==> src/rtl/bmc_pkg.sv <==
package bmc_pkg;
  localparam int STATES_PER_SUB = 64;
  localparam int SYNC_STATES    = 8;
  localparam int PAYLOAD_BITS   = (STATES_PER_SUB - SYNC_STATES) / 2;
  localparam int CNT_W          = $clog2(STATES_PER_SUB);
  localparam int SYNC_IDX_W     = $clog2(SYNC_STATES);

  typedef enum logic [1:0] {
    SYNC_BLOCK = 2'd0,
    SYNC_LEFT  = 2'd1,
    SYNC_RIGHT = 2'd2,
    SYNC_ALT   = 2'd3
  } syncSel_e;

  typedef struct packed {
    logic                  load;
    logic                  syncStep;
    logic [SYNC_IDX_W-1:0] syncIdx;
    logic                  dataFirst;
    logic                  dataSecond;
  } encStrobe_t;

  // Pattern for a preceding line level of 0, MSB is the first state.
  function automatic logic [SYNC_STATES-1:0] syncPattern(input logic [1:0] sel);
    case (sel)
      SYNC_BLOCK: syncPattern = 8'b1110_1000;
      SYNC_RIGHT: syncPattern = 8'b1110_0100;
      default:    syncPattern = 8'b1110_0010;
    endcase
  endfunction
endpackage

==> src/rtl/bmc_ctrl.sv <==
module bmc_ctrl
  import bmc_pkg::*;
(
  input  logic       clk,
  input  logic       rstN,
  input  logic       stateEn,
  input  logic       inValid,
  output logic       inReady,
  output logic       underrun,
  output encStrobe_t strb
);
  localparam logic [CNT_W-1:0] LAST_IDX = CNT_W'(STATES_PER_SUB - 1);

  logic             active;
  logic [CNT_W-1:0] stateCnt;
  logic [CNT_W-1:0] nextIdx;
  logic             needWord;
  logic             stepping;

  assign needWord = !active || (stateCnt == LAST_IDX);
  assign inReady  = stateEn && needWord;
  assign stepping = stateEn && !needWord;
  assign nextIdx  = stateCnt + 1'b1;

  always_comb begin
    strb            = '0;
    strb.load       = inReady && inValid;
    strb.syncStep   = stepping && (nextIdx < CNT_W'(SYNC_STATES));
    strb.syncIdx    = nextIdx[SYNC_IDX_W-1:0];
    strb.dataFirst  = stepping && (nextIdx >= CNT_W'(SYNC_STATES)) && !nextIdx[0];
    strb.dataSecond = stepping && (nextIdx >= CNT_W'(SYNC_STATES)) &&  nextIdx[0];
  end

  always_ff @(posedge clk) begin
    if (!rstN) begin
      active   <= 1'b0;
      stateCnt <= '0;
      underrun <= 1'b0;
    end else if (stateEn) begin
      if (needWord) begin
        stateCnt <= '0;
        active   <= inValid;
        underrun <= !inValid;
      end else begin
        stateCnt <= nextIdx;
      end
    end
  end

  AST_READY_ON_EN: assert property (@(posedge clk) disable iff (!rstN)
    inReady |-> stateEn);
  AST_STARVE_FLAG: assert property (@(posedge clk) disable iff (!rstN)
    (inReady && !inValid) |=> underrun);
  AST_TAKE_CLEARS: assert property (@(posedge clk) disable iff (!rstN)
    (inReady && inValid) |=> !underrun);
  AST_ONE_STROBE: assert property (@(posedge clk) disable iff (!rstN)
    $onehot0({strb.load, strb.syncStep, strb.dataFirst, strb.dataSecond}));
endmodule

==> src/rtl/bmc_datapath.sv <==
module bmc_datapath
  import bmc_pkg::*;
(
  input  logic                    clk,
  input  logic                    rstN,
  input  encStrobe_t              strb,
  input  logic [1:0]              inPre,
  input  logic [PAYLOAD_BITS-1:0] inPayload,
  output logic                    lineOut
);
  logic [SYNC_STATES-1:0]  syncBits;
  logic [SYNC_STATES-1:0]  loadPattern;
  logic [PAYLOAD_BITS-1:0] shiftReg;

  assign loadPattern = syncPattern(inPre) ^ {SYNC_STATES{lineOut}};

  always_ff @(posedge clk) begin
    if (!rstN) begin
      lineOut  <= 1'b0;
      syncBits <= '0;
      shiftReg <= '0;
    end else if (strb.load) begin
      syncBits <= loadPattern;
      lineOut  <= loadPattern[SYNC_STATES-1];
      shiftReg <= inPayload;
    end else if (strb.syncStep) begin
      lineOut  <= syncBits[SYNC_IDX_W'(SYNC_STATES - 1) - strb.syncIdx];
    end else if (strb.dataFirst) begin
      lineOut  <= !lineOut;
    end else if (strb.dataSecond) begin
      lineOut  <= shiftReg[0] ? !lineOut : lineOut;
      shiftReg <= shiftReg >> 1;
    end
  end

  AST_FIRST_HALF_FLIP: assert property (@(posedge clk) disable iff (!rstN)
    strb.dataFirst |=> (lineOut != $past(lineOut)));
  AST_HOLD_NO_STROBE: assert property (@(posedge clk) disable iff (!rstN)
    !(strb.load || strb.syncStep || strb.dataFirst || strb.dataSecond) |=> $stable(lineOut));
  AST_SYNC_STARTS_INVERTED: assert property (@(posedge clk) disable iff (!rstN)
    strb.load |=> (lineOut != $past(lineOut)));
endmodule

==> src/rtl/bmc_line_encoder.sv <==
module bmc_line_encoder
  import bmc_pkg::*;
(
  input  logic        clk,
  input  logic        rstN,
  input  logic        stateEn,
  input  logic        inValid,
  output logic        inReady,
  input  logic [1:0]  inPre,
  input  logic [27:0] inPayload,
  output logic        lineOut,
  output logic        underrun
);
  encStrobe_t strb;

  bmc_ctrl u_ctrl (
    .clk      (clk),
    .rstN     (rstN),
    .stateEn  (stateEn),
    .inValid  (inValid),
    .inReady  (inReady),
    .underrun (underrun),
    .strb     (strb)
  );

  bmc_datapath u_dp (
    .clk       (clk),
    .rstN      (rstN),
    .strb      (strb),
    .inPre     (inPre),
    .inPayload (inPayload),
    .lineOut   (lineOut)
  );

  AST_LINE_ON_ENABLE: assert property (@(posedge clk) disable iff (!rstN)
    !stateEn |=> $stable(lineOut));
  AST_STARVED_HOLD: assert property (@(posedge clk) disable iff (!rstN)
    (underrun && !(inReady && inValid)) |=> $stable(lineOut));
endmodule

==> config.mk <==
export PLATFORM = sky130hd
export DESIGN_NAME = bmc_line_encoder
export DESIGN_NICKNAME = d
export VERILOG_FILES = /design/src/rtl/bmc_pkg.sv /design/src/rtl/bmc_ctrl.sv /design/src/rtl/bmc_datapath.sv /design/src/rtl/bmc_line_encoder.sv
export SDC_FILE = /design/constraint.sdc
export NUM_CORES = 1
export LEC_CHECK = 0
export ABC_AREA = 1
export BUFFER_PORTS_ARGS = -buffer_cell sky130_fd_sc_hd__buf_2
export CAP_MARGIN = 20
export CORE_ASPECT_RATIO = 0.75
export CORE_MARGIN = 2
export CORE_UTILIZATION = 45
export DETAILED_ROUTE_END_ITERATION = 6
export GPL_ROUTABILITY_DRIVEN = 0
export PLACE_DENSITY_LB_ADDON = 0.05
export SYNTH_ARGS = -nofsm -noshare
export SYNTH_HDL_FRONTEND = slang
export SYNTH_SLANG_ARGS = --single-unit
==> constraint.sdc <==
create_clock -name clk -period 2.3 [get_ports clk]
set_clock_uncertainty 0.05 [all_clocks]
set_input_delay 0.23 -clock clk [delete_from_list [all_inputs] [get_ports clk]]
set_output_delay 0.23 -clock clk [all_outputs]
set_load 0.02 [all_outputs]
**Word-level counts from Yosys, hierarchy flattened**

Index checks and enable logic that the tools add are counted.

- Flip-flop bits (word level): 45

- Add/subtract/negate cells: 2
- Magnitude comparators: 3
- Eq/ne operators: 4
- Muxes and demuxes: 13
- Bitwise logic cells: 1
- Reductions and logical operators: 20

Operators by type and width:

| kind | count |
|---|---|
| two-way mux 28 bit | 4 |
| one-hot mux 4 bit (2 select lines) | 1 |
| nonzero test 4 bit | 2 |
| bitwise XOR 8 bit | 1 |
| logical AND 1 bit | 7 |
| adder 6 x 1 -> 6 bit (second input constant) | 1 |
| equality test 6 bit (second input constant) | 1 |
| greater-or-equal comparator 6 x 4 -> 1 bit (second input constant) | 1 |
| < comparator 6 x 4 -> 1 bit (second input constant) | 1 |
| two-way mux 1 bit | 6 |
| two-way mux 6 bit | 1 |
| logical NOT 1 bit | 5 |
| < comparator 3 x 4 -> 1 bit (second input constant) | 1 |
| inequality test 2 x 1 -> 1 bit (second input constant) | 2 |
| AND reduction 2 bit | 2 |
| binary-select mux 1 bit (select 3 bit) | 1 |
| AND reduction 3 bit | 1 |
| subtractor 3 bit (first input constant) | 1 |
| equality test 2 bit (second input constant) | 1 |
| logical NOT 2 bit | 1 |
| nonzero test 2 bit | 1 |
| logical OR 1 bit | 1 |

**Logic depth before layout (Yosys ltp)**

- Word-level depth: 10
- Mapped depth: 13
- Mapped depth without buffers: 12

**Cells and area by module**

Synthesis repeated with hierarchy kept, for this count alone.

- Cell total of the unflattened synthesis: 330
- Area, all modules: 2202.1 um^2

By module, submodules not included:

| module | instances | cells an instance | area an instance (um^2) |
|---|---|---|---|
| bmc_datapath | 1 | 260 | 1694.1 |
| bmc_ctrl | 1 | 70 | 508.0 |

**Worst setup path before layout**

Ideal clock, no wire load.

- Path kind: reg-to-reg
- Start point: register u_ctrl.stateCnt[0]
- End point: register u_dp.shiftReg[10]
- Arrival time: 1.505 ns
- Setup slack: 0.633 ns
- Cell stages (with the launch flop): 13
- Clock period less this slack: 1.667 ns
- Path through: dfxtp_1 ha_1 nand2_2 nor2_2 nand2_2 nand2_2 nand3_2 buf_6 buf_2 nand2_1 nand2_1 nor2_1 nor2_1

- Word-level cells in the longest chain between the ends: 8
- Elaborated cells on any way between the ends: 19

Ends and longest elaborated chain:

| element | RTL line | RTL |
|---|---|---|
| start: declaration | bmc_ctrl.sv:15 | `logic [CNT_W-1:0] stateCnt;` |
| start signal: assignment | bmc_ctrl.sv:45 | `stateCnt <= nextIdx;` |
| parallel branches: the longest is 8 deep, another holds adder 6 x 1 -> 6 bit | - |  |
| end signal: assignment | bmc_datapath.sv:25 | `shiftReg <= inPayload;` |
| end signal: assignment | bmc_datapath.sv:32 | `shiftReg <= shiftReg >> 1;` |
| end: declaration | bmc_datapath.sv:13 | `logic [PAYLOAD_BITS-1:0] shiftReg;` |

Parallel ways; which one is timed is not known.
A chain may end at the register's enable or synchronous reset.

**Worst setup path after layout**

- Start point: register u_ctrl.stateCnt[0]
- End point: register u_dp.shiftReg[9]

Same word-level chain as after synthesis.

==> run_results.csv <==
group,metric,value,unit
outcome,status,"completed",
clock_tree,cts_setup_buffers,0,
global_routing,grt_max_degree,38,
synth,syn-num-nets,409,
global_routing,grtUsageTotal,17.6,%
clock_tree,cts.repair.resized,0,
finish,final_nets,440,
finish,layout_commonest_cell,"nand2_1",
sta,maxSlewViolCount,0,
sta,fin_crit_sh,88.4,%
sta,hold_slack,149,ps
power,leakagePower,1.37,nW
setup_path,r2r-end,"u_dp.shiftReg[9]$_SDFFE_PN0P_",
setup_path,r2r_slack,270,ps
synth,netlist-cell-type-count,26,
finish,drive_above_1_share,14.1,%
route,wl,4.67,mm
sta,rsz0062_at_grt,"no",
min_path,min_path_cells,3,
setup_path,cp-end-kind,"register",
global_routing,grt_overflow,0,
sta,fmax,492,MHz
synth,ys_seq_elements,42,
sta,max_slew.worst_pin.slew,411,ps
setup_path,cp.required,2440,ps
setup_path,crit_type,"reg -> reg",
die,core,4930,sq um
route,drt_pass1_iterations,6,
finish,utilization,51.2,%
die,dieArea,5720,sq um
clock_tree,cts_buffers,5,
power,power_per_cell_area,613,nW/um^2
synth,synth_top_area_share,36.5,%
setup_path,ff2ff_path_depth,13,
route,drt-wirelength-per-cell,10.0,um
route,post_drt_via_cell_ratio,4.53,
sta,finalHoldViolations,0,
sta,slew_headroom,72.6,%
sta,setup_viol,0,
placed_design,io_buffers,36,
route,via_count,2106,
global_routing,grt_pass1_wl,8.08,mm
clock_tree,clock_latency,280,ps
die,fp.dieH,66.0,um
global_routing,antenna_found_initial,0,
min_path,holdPathEnd,"u_dp.shiftReg[27]$_SDFFE_PN0P_",
synth,ys_seq_area_share,36.5,%
synth,netlist_instances,374,
placed_design,dpl.hpwl,3.13,mm
die,die_width,86.7,um
min_path,hold_path.class,"in -> reg",
clock_tree,path_clk_slew,80,ps
route,ant_nets,0,
setup_path,start_kind,"register",
clock_tree,cts_hold_buffers,0,
setup_path,path_max_fanout,22,
die,initial_core_util,46.8,%
clock_tree,cts.sinks,42,
run,drv_cap,0,
sta,tns,0,ps
synth,synth_top_area_cell,"dfxtp_1",
clock_tree,clockBufferDepth,2,
die,io_pins,37,
die,row_count,22,
clock_tree,htreeDepth,2,
setup_path,arrival,2170,ps
finish,final_cell_mix,"165 x nand2_1, 61 x nor2_1, 42 x dfxtp_1, 38 x inv_1, 36 x buf_2",
route,drc,0,
global_routing,grt_pass1_vias,1827,
finish,antenna_cells,0,
sta,fin_crit,2030,ps
setup_path,r2r-start,"u_ctrl.stateCnt[0]$_SDFFE_PN0P_",
synth,synthTopCellsByArea,"dfxtp_1 36%, nand2_1 27%, nor2_1 9.9%",
clock_tree,cts_root_buffer,"clkbuf_8",
finish,area_delta_synth_final,9.44,%
clock_tree,cts_tree,"built",
power,ir_worst_vdd,330,uV
synth,synth_area,2310,sq um
min_path,hp-start,"inPayload[27]",
synth,ys.warnings.count,0,
synth,syn_area_per_cell,6.17,sq um
route,drtIter0Drc,68,
[critical path, cell delays in order, from the launching register on]
cell,delay [ps]
dfxtp_1,470
ha_1,260
nand2_2,80
clkinv_1,70
nand2_1,60
nand2_1,70
nand2_1,60
nor2_2,110
nand2_2,90
nand2_4,210
buf_4,220
nand2_1,60
nand2_1,60
nor2_1,40
[cell type report]
class | count | area, sq um
Multi-Input combinational cell | 274 | 1140
Tap cell | 60 | 75.1
Clock buffer | 7 | 76.3
Fill cell | 551 | 2400
Timing Repair Buffer | 40 | 223
Sequential cell | 42 | 841
Inverter | 42 | 165
[how the worst max path moves through the flow]
stage | from | end | slack [ps] | cells past startpoint
4_1_cts | u_ctrl.stateCnt[0]$_SDFFE_PN0P_ | u_dp.shiftReg[21]$_SDFFE_PN0P_ | 260 | 13
5_1_grt | u_ctrl.stateCnt[0]$_SDFFE_PN0P_ | u_dp.shiftReg[15]$_SDFFE_PN0P_ | 20 | 12
6_report | u_ctrl.stateCnt[0]$_SDFFE_PN0P_ | u_dp.shiftReg[9]$_SDFFE_PN0P_ | 270 | 13
3_5_place_dp | u_ctrl.stateCnt[0]$_SDFFE_PN0P_ | u_dp.shiftReg[9]$_SDFFE_PN0P_ | 290 | 12
3_3_place_gp | u_ctrl.stateCnt[0]$_SDFFE_PN0P_ | u_dp.shiftReg[21]$_SDFFE_PN0P_ | 320 | 13
2_1_floorplan | u_ctrl.stateCnt[0]$_SDFFE_PN0P_ | u_dp.shiftReg[10]$_SDFFE_PN0P_ | 630 | 12
[routing by layer]
metal  track usage [%]  vias to the layer above  wire length, um
met2              27.0                       43             1880
met1              25.1                      890             2560
met5                 0                        -                0
met4              4.10                        0               25
met3              4.00                        2              213
li1                  -                     1171                -
[Yosys cell counts]
| library cell | n |
|---|---|
| a21oi_1 | 13 |
| a21oi_2 | 1 |
| a2bb2oi_1 | 1 |
| buf_12 | 3 |
| buf_2 | 2 |
| buf_4 | 2 |
| buf_6 | 5 |
| clkbuf_1 | 4 |
| clkinv_1 | 2 |
| dfxtp_1 | 42 |
| ha_1 | 1 |
| inv_1 | 38 |
| inv_2 | 1 |
| inv_8 | 1 |
| mux2i_1 | 1 |
| nand2_1 | 165 |
| nand2_2 | 4 |
| nand2_4 | 1 |
| nand3_1 | 10 |
| nand3_2 | 1 |
| nand4_1 | 3 |
| nor2_1 | 61 |
| nor2_2 | 3 |
| o21ai_0 | 6 |
| xnor2_1 | 1 |
| xor2_1 | 2 |
[through the flow]
step / instance area, sq um / setup WS [ps] / std cells / total power, W
after floorplan: 2310 / 633 / 374 / 0.00107
after global placement: 2450 / 323 / 458 / 0.00112
after detailed placement: 2450 / 287 / 458 / 0.00113
after CTS: 2520 / 264 / 465 / 0.00157
after global routing: 2520 / 18.0 / 465 / 0.00165
final: 2520 / 268 / 465 / 0.00155
[registers in the layout, summed over array words and instances, names as in the netlist]
signal and cells:
u_ctrl.active 1, u_ctrl.underrun 1, u_dp.lineOut 1, u_ctrl.stateCnt 6
u_dp.shiftReg 28, u_dp.syncBits 5
[report_power, final]
part,total [W],leakage [nW],internal [W],switching (W)
clock,0.000440,0.0383,0.000209,0.000231
combinational,0.000295,0.986,0.000117,0.000178
sequential,0.000812,0.345,0.000782,0.0000298
total,0.00155,1.37,0.00111,0.000439
[kinds of logic (layout without fill, tap and decap cells)]
family,after synthesis,after routing,share of synthesized area (%)
flops,42,42,36.5
xor+xnor,3,3,1.14
simple gates,248,248,42.6
compound gates,21,21,4.88
buf+inv,58,89,13.9
mux,1,1,0.434
fa+ha+maj,1,1,0.543
No activity file was read; power rests on OpenSTA's default activity.
